$ cat src/rtl/gpio_port_pkg.sv
// Shared constants and the address decoder for the GPIO port block.
// Assumes a 12-bit byte offset and an 8-bit register data path.
package gpio_port_pkg;
    localparam int ADDR_W = 12;
    localparam int BUS_W  = 8;

    localparam logic [ADDR_W-1:0] OFS_GATE  = 12'h000;
    localparam logic [ADDR_W-1:0] OFS_DATA  = 12'h3FC;
    localparam logic [ADDR_W-1:0] OFS_DIR   = 12'h400;
    localparam logic [ADDR_W-1:0] OFS_AFSEL = 12'h420;
    localparam logic [ADDR_W-1:0] OFS_DEN   = 12'h51C;

    typedef enum logic [2:0] {
        SEL_NONE, SEL_GATE, SEL_DATA, SEL_DIR, SEL_AFSEL, SEL_DEN
    } reg_sel_e;

    // Map a byte offset onto the register it names.
    function automatic reg_sel_e decode_ofs(input logic [ADDR_W-1:0] a);
        case (a)
            OFS_GATE:  return SEL_GATE;
            OFS_DATA:  return SEL_DATA;
            OFS_DIR:   return SEL_DIR;
            OFS_AFSEL: return SEL_AFSEL;
            OFS_DEN:   return SEL_DEN;
            default:   return SEL_NONE;
        endcase
    endfunction
endpackage

$ cat src/rtl/gpio_clk_gate.sv
// Clock-gate register with one bit per port, plus the settle counter
// for the port selected by PORT_ID. Assumes the register is always
// writable. Ready rises SETTLE cycles after the write that set the bit.
module gpio_clk_gate #(
    parameter int NPORTS  = 6,
    parameter int PORT_ID = 0,
    parameter int SETTLE  = 2
) (
    input  logic              clk,
    input  logic              rst_n,
    input  logic              wr_gate,
    input  logic [NPORTS-1:0] wdata,
    output logic [NPORTS-1:0] gate_q,
    output logic              ready
);
    localparam int CNT_W = $clog2(SETTLE + 1);
    localparam logic [CNT_W-1:0] CNT_DONE = CNT_W'(SETTLE);

    logic [CNT_W-1:0] settle_cnt;

    // Hold the per-port enable bits.
    always_ff @(posedge clk) begin
        if (!rst_n)       gate_q <= '0;
        else if (wr_gate) gate_q <= wdata;
    end

    // Count settle cycles while this port's bit is set; restart when cleared.
    always_ff @(posedge clk) begin
        if (!rst_n || !gate_q[PORT_ID]) settle_cnt <= '0;
        else if (settle_cnt != CNT_DONE) settle_cnt <= settle_cnt + 1'b1;
    end

    // Port is reachable once enabled and settled.
    always_comb ready = gate_q[PORT_ID] && (settle_cnt == CNT_DONE);
endmodule

$ cat src/rtl/gpio_in_sync.sv
// Two-flop synchronizer for the pad inputs. Assumes each pin is
// independent, so no bus coherency is needed across bits.
module gpio_in_sync #(
    parameter int W = 8
) (
    input  logic         clk,
    input  logic         rst_n,
    input  logic [W-1:0] pad_raw,
    output logic [W-1:0] pad_sync
);
    logic [W-1:0] stage1;

    // Move the pad level through two flops.
    always_ff @(posedge clk) begin
        if (!rst_n) begin
            stage1   <= '0;
            pad_sync <= '0;
        end else begin
            stage1   <= pad_raw;
            pad_sync <= stage1;
        end
    end
endmodule

$ cat src/rtl/gpio_cfg_regs.sv
// The four per-port registers, each W bits wide. Assumes the write
// strobe is already qualified with port readiness by the caller.
module gpio_cfg_regs
    import gpio_port_pkg::*;
#(
    parameter int W = 8
) (
    input  logic         clk,
    input  logic         rst_n,
    input  logic         wr_en,
    input  reg_sel_e     sel,
    input  logic [W-1:0] wdata,
    output logic [W-1:0] data_q,
    output logic [W-1:0] dir_q,
    output logic [W-1:0] afsel_q,
    output logic [W-1:0] den_q
);
    // Store a write in the addressed register; all clear on reset.
    always_ff @(posedge clk) begin
        if (!rst_n) begin
            data_q  <= '0;
            dir_q   <= '0;
            afsel_q <= '0;
            den_q   <= '0;
        end else if (wr_en) begin
            case (sel)
                SEL_DATA:  data_q  <= wdata;
                SEL_DIR:   dir_q   <= wdata;
                SEL_AFSEL: afsel_q <= wdata;
                SEL_DEN:   den_q   <= wdata;
                default:   ;
            endcase
        end
    end
endmodule

$ cat src/rtl/gpio_pin_mux.sv
// Per-pin steering between the GPIO latch and the peripheral, gated by
// the digital enable. Also forms the data-register read value.
module gpio_pin_mux #(
    parameter int W = 8
) (
    input  logic [W-1:0] data_q,
    input  logic [W-1:0] dir_q,
    input  logic [W-1:0] afsel_q,
    input  logic [W-1:0] den_q,
    input  logic [W-1:0] pad_sync,
    input  logic [W-1:0] alt_out,
    input  logic [W-1:0] alt_oe,
    output logic [W-1:0] pin_out,
    output logic [W-1:0] pin_oe,
    output logic [W-1:0] alt_in,
    output logic [W-1:0] rd_data
);
    for (genvar i = 0; i < W; i++) begin : g_pin
        // Steer one pin from its owner, or quiet it when disabled.
        always_comb begin
            pin_out[i] = den_q[i] && (afsel_q[i] ? alt_out[i] : data_q[i]);
            pin_oe[i]  = den_q[i] && (afsel_q[i] ? alt_oe[i]  : dir_q[i]);
            alt_in[i]  = den_q[i] && afsel_q[i] && pad_sync[i];
            rd_data[i] = den_q[i] && (dir_q[i] ? data_q[i] : pad_sync[i]);
        end
    end
endmodule

$ cat src/rtl/gpio_port_ctl.sv
// Top of the GPIO port block: address decode, gated access and read mux.
// Assumes W <= 8 and NPORTS <= 8; the read path is combinational.
module gpio_port_ctl
    import gpio_port_pkg::*;
#(
    parameter int W       = 8,
    parameter int NPORTS  = 6,
    parameter int PORT_ID = 0,
    parameter int SETTLE  = 2
) (
    input  logic              clk,
    input  logic              rst_n,
    input  logic [ADDR_W-1:0] bus_addr,
    input  logic              bus_we,
    input  logic [BUS_W-1:0]  bus_wdata,
    output logic [BUS_W-1:0]  bus_rdata,
    output logic              port_busy,
    input  logic [W-1:0]      pin_in,
    output logic [W-1:0]      pin_out,
    output logic [W-1:0]      pin_oe,
    input  logic [W-1:0]      alt_out,
    input  logic [W-1:0]      alt_oe,
    output logic [W-1:0]      alt_in
);
    reg_sel_e          sel;
    logic              ready;
    logic [NPORTS-1:0] gate_q;
    logic [W-1:0]      data_q, dir_q, afsel_q, den_q;
    logic [W-1:0]      pad_sync, rd_data;

    // Decode the offset once for write and read paths.
    always_comb sel = decode_ofs(bus_addr);

    gpio_clk_gate #(.NPORTS(NPORTS), .PORT_ID(PORT_ID), .SETTLE(SETTLE)) u_gate (
        .clk(clk), .rst_n(rst_n),
        .wr_gate(bus_we && (sel == SEL_GATE)),
        .wdata(bus_wdata[NPORTS-1:0]),
        .gate_q(gate_q), .ready(ready)
    );

    gpio_cfg_regs #(.W(W)) u_regs (
        .clk(clk), .rst_n(rst_n),
        .wr_en(bus_we && ready), .sel(sel),
        .wdata(bus_wdata[W-1:0]),
        .data_q(data_q), .dir_q(dir_q), .afsel_q(afsel_q), .den_q(den_q)
    );

    gpio_in_sync #(.W(W)) u_sync (
        .clk(clk), .rst_n(rst_n), .pad_raw(pin_in), .pad_sync(pad_sync)
    );

    gpio_pin_mux #(.W(W)) u_mux (
        .data_q(data_q), .dir_q(dir_q), .afsel_q(afsel_q), .den_q(den_q),
        .pad_sync(pad_sync), .alt_out(alt_out), .alt_oe(alt_oe),
        .pin_out(pin_out), .pin_oe(pin_oe), .alt_in(alt_in), .rd_data(rd_data)
    );

    // Busy whenever the port registers are not reachable.
    always_comb port_busy = !ready;

    // Select read data; port registers read 0 while busy.
    always_comb begin
        bus_rdata = '0;
        case (sel)
            SEL_GATE:  bus_rdata = BUS_W'(gate_q);
            SEL_DATA:  if (ready) bus_rdata = BUS_W'(rd_data);
            SEL_DIR:   if (ready) bus_rdata = BUS_W'(dir_q);
            SEL_AFSEL: if (ready) bus_rdata = BUS_W'(afsel_q);
            SEL_DEN:   if (ready) bus_rdata = BUS_W'(den_q);
            default:   bus_rdata = '0;
        endcase
    end
endmodule

$ cat config.mk
export PLATFORM = sky130hd
export DESIGN_NAME = gpio_port_ctl
export DESIGN_NICKNAME = d
export VERILOG_FILES = /design/src/rtl/gpio_port_pkg.sv /design/src/rtl/gpio_clk_gate.sv /design/src/rtl/gpio_in_sync.sv /design/src/rtl/gpio_cfg_regs.sv /design/src/rtl/gpio_pin_mux.sv /design/src/rtl/gpio_port_ctl.sv
export SDC_FILE = /design/constraint.sdc
export NUM_CORES = 1
export LEC_CHECK = 0
export BUFFER_PORTS_ARGS = -buffer_cell sky130_fd_sc_hd__buf_2
export CORE_MARGIN = 2
export CORE_UTILIZATION = 55
export CTS_CLUSTER_DIAMETER = 200
export DETAILED_ROUTE_END_ITERATION = 10
export PLACE_DENSITY = 0.83
export SKIP_LAST_GASP = 1
export SYNTH_ARGS = -nofsm -noshare
export SYNTH_HDL_FRONTEND = slang
export SYNTH_SLANG_ARGS = --single-unit
$ cat constraint.sdc
create_clock -name clk -period 5.7 [get_ports clk]
set_input_delay 0.855 -clock clk [delete_from_list [all_inputs] [get_ports clk]]
set_output_delay 0.855 -clock clk [all_outputs]
set_load 0.05 [all_outputs]
## Yosys cells after proc, flatten, opt, wreduce, memory -nomap -nowiden

Index checks and enable logic that the tools add are counted.

- Latch bits: 0
- Memory bits (read-only): 0
- Output and inout port bits: 33
- Memories kept: 0
- RAM bits: 0
- Logic and storage cells: 102
- Bits of input ports: 47
- Bits in registers: 56

- Div/mod/pow operators: 0
- Multiplexer cells: 30
- Add/subtract/negate cells: 1
- Bitwise logic cells: 0
- Multipliers: 0
- Shifts and indexed selects: 0
- Eq/ne operators: 11
- Order comparisons: 0
- Reduce and logical (&&, ||, !) cells: 52

Operators with widths:

| operator | count |
|---|---|
| 1-bit logical AND | 43 |
| 8-bit case mux with 5 select lines | 1 |
| 12-bit by 11-bit == test with 1-bit output, second input constant | 3 |
| 8-bit two-way mux | 4 |
| 1-bit two-way mux | 24 |
| 3-bit case mux with 5 select lines | 1 |
| 12-bit by 10-bit == test with 1-bit output, second input constant | 1 |
| 12-bit logical NOT | 1 |
| 2-bit AND reduction | 4 |
| 3-bit by 2-bit == test with 1-bit output, second input constant | 2 |
| 3-bit == test, second input constant | 2 |
| 3-bit by 1-bit == test with 1-bit output, second input constant | 1 |
| 1-bit logical NOT | 3 |
| 2-bit by 1-bit adder with 2-bit output, second input constant | 1 |
| 2-bit == test, second input constant | 1 |
| 2-bit inequality test, second input constant | 1 |
| 1-bit logical OR | 1 |

## Longest topological paths before layout

Gate-level depths: netlist (run 1).

- Depth in word-level cells: 4
- Depth in mapped cells: 7
- Gate-level depth less buffers: 6

## Modules after synthesis

From an unflattened synthesis (run 1), not the netlist that was laid out.

- Cells, all modules: 310
- Area, all modules: 2,987.9 sq um

Modules (own cells, without submodules):

| module | cells each | area an instance (sq um) | instances | sequential area each (sq um) |
|---|---|---|---|---|
| gpio_cfg_regs | 116 | 1,203.7 | 1 | 640.6 |
| gpio_port_ctl | 75 | 559.3 | 1 | 0.0 |
| gpio_pin_mux | 56 | 450.4 | 1 | 0.0 |
| gpio_in_sync | 33 | 446.7 | 1 | 320.3 |
| gpio_clk_gate | 30 | 327.8 | 1 | 160.2 |

## Worst setup path before layout (run 1)

No wires, ideal clock.

- Path kind: input -> output
- From: input port bus_addr[11]
- To: output port bus_rdata[6]
- Stages on the path: 5
- Buffers on the path: 1
- Data required time: 4,845 ps
- Path slack: 2,303 ps
- Arrival time: 2,542 ps
- Cells stage by stage: or2_1 -> clkbuf_1 -> o41a_1 -> nor3_2 -> a221o_1

- Word-level cells in the longest chain between the ends: 4
- Elaborated cells on any way between the ends: 12
- Those cells by class: eq/ne: 9; mux: 2; reduce/logical: 1

Ends and longest elaborated chain:

| item | RTL line | text |
|---|---|---|
| start, declared | gpio_port_ctl.sv:13 | `input logic [ADDR_W-1:0] bus_addr,` |
| 12-bit by 11-bit == test with 1-bit output, or another cell as far along | gpio_port_pkg.sv:19 | `case (a)` |
| 3-bit case mux with 5 select lines * | gpio_port_pkg.sv:19 |  |
| 3-bit == test, or another cell as far along | gpio_port_ctl.sv:64 | `case (sel)` |
| 8-bit case mux with 5 select lines * | gpio_port_ctl.sv:64 |  |
| end, declared | gpio_port_ctl.sv:16 | `output logic [BUS_W-1:0] bus_rdata,` |

Every way passes the cells marked *; elsewhere a longest branch is shown, timed or not.

## Worst setup path after layout (run 1)

- From: input port bus_addr[1]
- To: output port bus_rdata[0]

Same word-level chain as after synthesis.

==> results of run 1 <==
==> cells by family (layout without fill, tap and decap cells) <==
family	Yosys count	after routing	share of synthesized area [%]
AND/OR/NAND/NOR	148	148	29.7
AO/OA/AOI/OAI	66	66	15.5
flip-flops	56	56	38.1
multiplexers	38	38	13.2
buffers and inverters	21	92	2.72
adder cells (fa/ha/maj)	1	1	0.425
XOR/XNOR	1	1	0.298
==> power by group <==
part           internal (uW)  switching, uW
clock                   88.5            138
sequential               396           1.84
combinational           21.3           26.3
==> layer usage <==
layer	wire length [um]	track usage (%)	vias to the layer above	share of wire (%)
li1	-	-	1354	-
met4	155	10.4	0	2.0
met5	0	0	-	0
met1	3330	34.3	1346	43
met3	540	4.71	15	6.9
met2	3760	43.0	109	48
==> cell type report <==
class,count,area (um2),area share [%]
multi-input cells,254,1740,50.3
clock buffers,5,68.8,1.99
clock inverters,3,22.5,0.651
well taps,70,87.6,2.53
repair buffers,81,410,11.9
flip-flops and latches,56,1120,32.4
inverters,3,11.3,0.325
==> sequential cells by signal, indices dropped and copies added, names as in the netlist <==
name,count
u_regs.dir_q,8
u_gate.gate_q,6
u_sync.pad_sync,8
u_regs.den_q,8
u_gate.settle_cnt,2
u_regs.data_q,8
u_sync.stage1,8
u_regs.afsel_q,8
==> stage by stage <==
step	setup slack [ns]	total power, uW	hold WS, ns	area (um2)
2_1_floorplan	2.30	429	0.412	2940
3_3_place_gp	1.69	452	0.415	3370
3_5_place_dp	1.59	454	0.419	3370
4_1_cts	1.58	670	0.442	3460
5_1_grt	1.36	697	0.478	3460
6_report	1.52	672	0.440	3460
==> synthesized netlist by cell type (all sizes together), types with 2 or more instances <==
master,n
a2111o,6
and2,23
nor4,3
inv,3
nand2,23
nor3,7
a221o,2
o2111a,2
and4,2
and3,16
o21ai,24
a21boi,24
nand4,8
nor2,8
nand4b,7
nand3,29
dfxtp,56
mux2i,32
a21oi,7
nor2b,16
clkbuf,16
buf,2
mux2,6
or2,3
==> cells in the final DEF, fill, tap and decap left out, drive strengths merged, types with 4 or more instances in the layout <==
cell,synthesis,final
a2111o,6,6
a21boi,24,24
a21oi,7,7
and2,23,23
and3,16,16
buf,2,81
clkbuf,16,5
dfxtp,56,56
inv,3,4
mux2,6,6
mux2i,32,32
nand2,23,23
nand3,29,29
nand4,8,8
nand4b,7,7
nor2,8,8
nor2b,16,16
nor3,7,7
o21ai,24,24
==> worst min path at each step <==
stage | startpoint | depth (start not counted) | endpoint | slack [ns]
after floorplan | u_sync.stage1[0]$_SDFF_PN0_ | 1 | u_sync.pad_sync[0]$_SDFF_PN0_ | 0.41
after global placement | u_sync.stage1[7]$_SDFF_PN0_ | 1 | u_sync.pad_sync[7]$_SDFF_PN0_ | 0.41
after detailed placement | u_sync.stage1[7]$_SDFF_PN0_ | 1 | u_sync.pad_sync[7]$_SDFF_PN0_ | 0.42
after CTS | u_sync.stage1[7]$_SDFF_PN0_ | 1 | u_sync.pad_sync[7]$_SDFF_PN0_ | 0.44
after global routing | u_sync.stage1[1]$_SDFF_PN0_ | 1 | u_sync.pad_sync[1]$_SDFF_PN0_ | 0.48
final | u_sync.stage1[7]$_SDFF_PN0_ | 1 | u_sync.pad_sync[7]$_SDFF_PN0_ | 0.44
==> summary.txt, run 1 <==
Outcome
  • Status: completed

Die
  • Row cnt: 26
  • Die height: 77.1 um
  • Initial Util: 57.2%
  • Die W: 77.1 um
  • Die Area: 5950 um2
  • Core area: 5140 um2
  • I/O Pins: 80

Logic synthesis
  • Number of synthesized register bits: 56
  • Seq/Total Area, Yosys: 38.1%
  • Post-synth EDFFs: 0
  • Mapped Area: 2940 um2
  • Yosys top cell area share: 38.1%
  • Top cells by area, synth: dfxtp_1, mux2i_1, a21boi_0, nand3_1, and2_1
  • Post-synth cell types: 37
  • Avg Cell Area, Syn: 8.88 um2
  • Syn Inst Count: 331
  • Synthesized Nets: 379
  • FFs w/ async S/R, synth: 0%
  • Synth Warn #: 0
  • Area leader, netlist: dfxtp_1
  • Synth Flop Type: dfxtp_1

Placed design
  • # placed instances: 464
  • IO buf count: 79
  • DP Wirelength: 5440 um
  • Routability cong.: 0.880

Finish
  • Filler cells: 469
  • N_diodes: 0
  • Layout area overhead: 17.7%
  • Nets: 449
  • Final Instance Count excl. Fillers: 472
  • Fraction of layout cells with a size suffix above 1: 25.4%
  • Final Util: 67.3%

Routing
  • Vias per inst: 5.98
  • TritonRoute pass-1 iters: 4
  • Drt total wl: 7780 um
  • DR vias: 2824
  • Iter 0 DRT Violations: 193
  • WL per Instance: 16.5 um
  • DRC: 0
  • Final antenna-violating net count: 0

Worst setup path
  • CP arrival: 3.33 ns
  • R2R depth: 6
  • Crit path top cell by count: buf_2
  • WP data required: 4.85 ns
  • FF-to-FF setup slack: 3.77 ns
  • R2r startpoint: u_gate.settle_cnt[0]$_SDFFE_PP0P_
  • Critical Path End: bus_rdata[0]
  • Worst setup SP type: primary input
  • CP endpoint kind: output pin
  • Worst path buffer plus inverter count: 2
  • WP depth: 6
  • CP max-delay cell: nor2_1
  • Worst setup path startpoint: bus_addr[1]
  • Crit path kind: primary input to output pin
  • CP cell instances: buf_2, nor2_1, nand4b_1, nor3_2, a2111o_1, buf_2
  • Maximum fanout along the worst path: 17
  • Slowest stage delay, CP: 0.77 ns
  • R2r endpoint: u_regs.data_q[3]$_SDFFE_PN0P_
  • Crit-path leading delay family: simple AND/OR/NAND/NOR gates

STA
  • RSZ-0062 raised after global routing: false
  • Fmax: 239 MHz
  • TNS Setup: 0 ns
  • # setup viols final: 0
  • Final hold vios: 0
  • Tightest Pin Transition: 1.02 ns
  • Post-layout minimum cycle time: 4.18 ns
  • Final period util: 73.4%
  • Max Slew Vio Count: 0
  • Clk_skew: 0.00772 ns
  • Slew margin rel.: 32.0%

Global route
  • Vias in the first global route: 2498
  • Antenna violations before repair: 0
  • Grt ovf: 0
  • First-pass GRT wire length: 12300 um
  • Largest net degree at the start of global routing: 63
  • Total Routing Usage GR: 26.2%

Clock network
  • CTS Buffer Depth: 2
  • Clock Pin Slew Worst Setup and Hold Paths: 0.10 ns
  • Worst skew pair latency: 0.32 ns
  • CTS tree: built
  • Number of gates resized after CTS: 0
  • Clock Sinks: 56
  • CTS Root Cell: clkbuf_8
  • Post-CTS Setup Repair Bufs: 0
  • Count of hold-fix buffers inserted at cts: 0
  • CTS buffer count: 5
  • Htree depth: 2

Pwr
  • Leakage: 0.00142 uW
  • Worst VDD drop: 0.159 mV
  • Pwr dens: 194 nW/um2

Flow run
  • Max cap viols: 0

Worst hold path
  • Tightest Hold Check Type: flop to flop
Power figures use the tool's default switching activity.
==> run 2: changes to the inputs <==
--- a/config.mk
+++ b/config.mk
@@ -7,10 +7,10 @@
 export LEC_CHECK = 0
 export BUFFER_PORTS_ARGS = -buffer_cell sky130_fd_sc_hd__buf_2
 export CORE_MARGIN = 2
-export CORE_UTILIZATION = 55
+export CORE_UTILIZATION = 47
 export CTS_CLUSTER_DIAMETER = 200
 export DETAILED_ROUTE_END_ITERATION = 10
-export PLACE_DENSITY = 0.83
+export PLACE_DENSITY = 0.76
 export SKIP_LAST_GASP = 1
 export SYNTH_ARGS = -nofsm -noshare
 export SYNTH_HDL_FRONTEND = slang
==> constraint.sdc (replaced) <==
create_clock -name clk -period 3.65 [get_ports clk]
set_input_delay 0.5475 -clock clk [delete_from_list [all_inputs] [get_ports clk]]
set_output_delay 0.5475 -clock clk [all_outputs]
set_load 0.05 [all_outputs]
==> summary.txt, run 2 (same netlist as run 1, synthesis figures left out) <==
Finish
  • Fraction of layout cells with a size suffix above 1: 26.3% (+0.92 points)
  • Filler cells: 537 (+14%)
  • Nets: 454 (+1.1%)
  • Most common library cell in the layout ignoring fill and taps: buf_2
  • Layout area overhead: 19.4%
  • Most frequent cells in the layout: buf_2, dfxtp_1, mux2i_1
  • Final Instance Count excl. Fillers: 482 (+2.1%)
  • N_diodes: 0 (unchanged)
  • Fin area: 3510 um2 (+1.4%)

Worst setup path
  • CP endpoint kind: output pin
  • Maximum fanout along the worst path: 19 (+2)
  • CP cell instances: buf_2, nand4_1, o41a_1, nor3_2, buf_4, a221o_1, buf_2
  • CP max-delay cell: o41a_1
  • Slowest stage delay, CP: 0.53 ns (-0.24 ns)
  • WP data required: 3.10 ns (-1.75 ns)
  • Crit path kind: primary input to output pin
  • CP arrival: 2.42 ns (-0.91 ns)
  • Worst setup SP type: primary input
  • Crit path top cell by count: buf_2

Worst hold path
  • Tightest Hold Check Type: primary input to flop

Global route
  • Most used routing layer: met2
  • Total Routing Usage GR: 22.9% (-3.3 points)
  • Vias in the first global route: 2713 (+8.6%)
  • Global-route met2 utilization: 37.0% (-6.0 points)
  • First-pass GRT wire length: 13100 um (+6.3%)
  • Met1 usage: 30.9% (-3.5 points)
  • Antenna violations before repair: 0 (unchanged)
  • Largest net degree at the start of global routing: 63 (unchanged)
  • Met3 Usage GRT: 3.98% (-0.73 points)
  • Grt ovf: 0 (unchanged)

Flow run
  • Max cap viols: 0 (unchanged)

Clock network
  • Worst skew pair latency: 0.31 ns (about the same)
  • Htree depth: 2 (unchanged)
  • Post-CTS Setup Repair Bufs: 0 (unchanged)
  • CTS Root Cell: clkbuf_8
  • Clock Sinks: 56 (unchanged)
  • Count of hold-fix buffers inserted at cts: 0 (unchanged)
  • Number of gates resized after CTS: 0 (unchanged)
  • CTS Buffer Depth: 2 (unchanged)
  • Clock Pin Slew Worst Setup and Hold Paths: 0.10 ns (about the same)
  • CTS tree: built
  • CTS buffer count: 5 (unchanged)

STA
  • Tightest Pin Transition: 0.908 ns (-0.109 ns)
  • TNS Setup: 0 ns (unchanged)
  • Max Slew Vio Count: 0 (unchanged)
  • Final setup margin: 0.684 ns (-0.835 ns)
  • Fmax: 337 MHz
  • Final hold vios: 0 (unchanged)
  • RSZ-0062 raised after global routing: false
  • Clk_skew: 0.00360 ns (-0.00412 ns)
  • Post-layout minimum cycle time: 2.97 ns
  • # setup viols final: 0 (unchanged)
  • Slew margin rel.: 39.5% (+7.5 points)
  • Final period util: 81.3%

Pwr
  • Pwr dens: 302 nW/um2 (+56%)
  • Tot Pwr: 1060 uW (+58%)
  • Leakage: 0.00145 uW (+2.1%)
  • Worst VDD drop: 0.181 mV (+14%)

Placed design
  • Cell Area, Placed: 3410 um2 (+1.3%)
  • Routability cong.: 0.883 (+0.35%)
  • # placed instances: 474 (+2.2%)
  • DP Wirelength: 5510 um (+1.3%)
  • IO buf count: 79 (unchanged)
  • Pre-CTS WS: 0.695 ns (-0.894 ns)

Die
  • Core area: 5990 um2 (+17%)
  • Die W: 83.1 um (+7.8%)
  • Die height: 83.1 um (+7.8%)
  • Initial Util: 49.1% (-8.1 points)
  • Die Area: 6900 um2 (+16%)
  • Row cnt: 28 (+7.7%)
  • I/O Pins: 80 (unchanged)

Routing
  • Final antenna-violating net count: 0 (unchanged)
  • Vias per inst: 5.73 (-4.2%)
  • TritonRoute pass-1 iters: 4 (unchanged)
  • WL per Instance: 16.1 um (-2.4%)
  • DRC: 0 (unchanged)
  • DR vias: 2764 (-2.1%)
  • Drt total wl: 7750 um (-0.37%)
  • Iter 0 DRT Violations: 218 (+13%)

Outcome
  • Status: completed
==> run 2: layout make-up <==
| type | count | area, um2 | area share (%) |
|---|---|---|---|
| inverters | 3 | 11.3 | 0.321 |
| repair buffers | 86 | 448 | 12.8 |
| clock inverters | 2 | 13.8 | 0.392 |
| well taps | 75 | 93.8 | 2.67 |
| clock buffers | 6 | 82.6 | 2.35 |
| multi-input cells | 254 | 1740 | 49.6 |
| flip-flops and latches | 56 | 1120 | 31.9 |
==> run 2: through the flow <==
step           hold WS, ns  utilization (%)
5_1_grt              0.433             58.6
6_report             0.434             58.6
3_3_place_gp         0.414             57.0
3_5_place_dp         0.420             57.0
4_1_cts              0.431             58.6
2_1_floorplan        0.412                -
==> run 2: critical path, delay by kind of cell <==
kind / cells / cell delay [ns]
buf+inv: 3 / 0.70
compound gates: 2 / 0.67
simple gates: 2 / 0.48
==> run 2: power breakdown <==
group / internal [uW] / total (uW) / switching [uW]
sequential: 619 / 621 / 2.64
combinational: 34.4 / 75.5 / 41.1
clock: 156 / 364 / 208
==> run 2: final timing paths <==
check	startpoint	end	slack, ns	depth (start not counted)
setup / recovery	bus_addr[5]	bus_rdata[6]	0.68	7
hold / removal	pin_in[7]	u_sync.stage1[7]$_SDFF_PN0_	0.43	2
setup reg to reg	u_gate.settle_cnt[0]$_SDFFE_PP0P_	u_regs.data_q[3]$_SDFFE_PN0P_	1.75	6
hold reg to reg	u_sync.stage1[2]$_SDFF_PN0_	u_sync.pad_sync[2]$_SDFF_PN0_	0.44	1
==> run 2: metal layers <==
layer | vias to the layer above | part of all wire, % | routed length (um)
li1 | 1356 | - | -
met3 | 8 | 6.0 | 462
met5 | - | 0 | 0
met2 | 93 | 48 | 3750
met1 | 1307 | 44 | 3440
met4 | 0 | 1.3 | 101
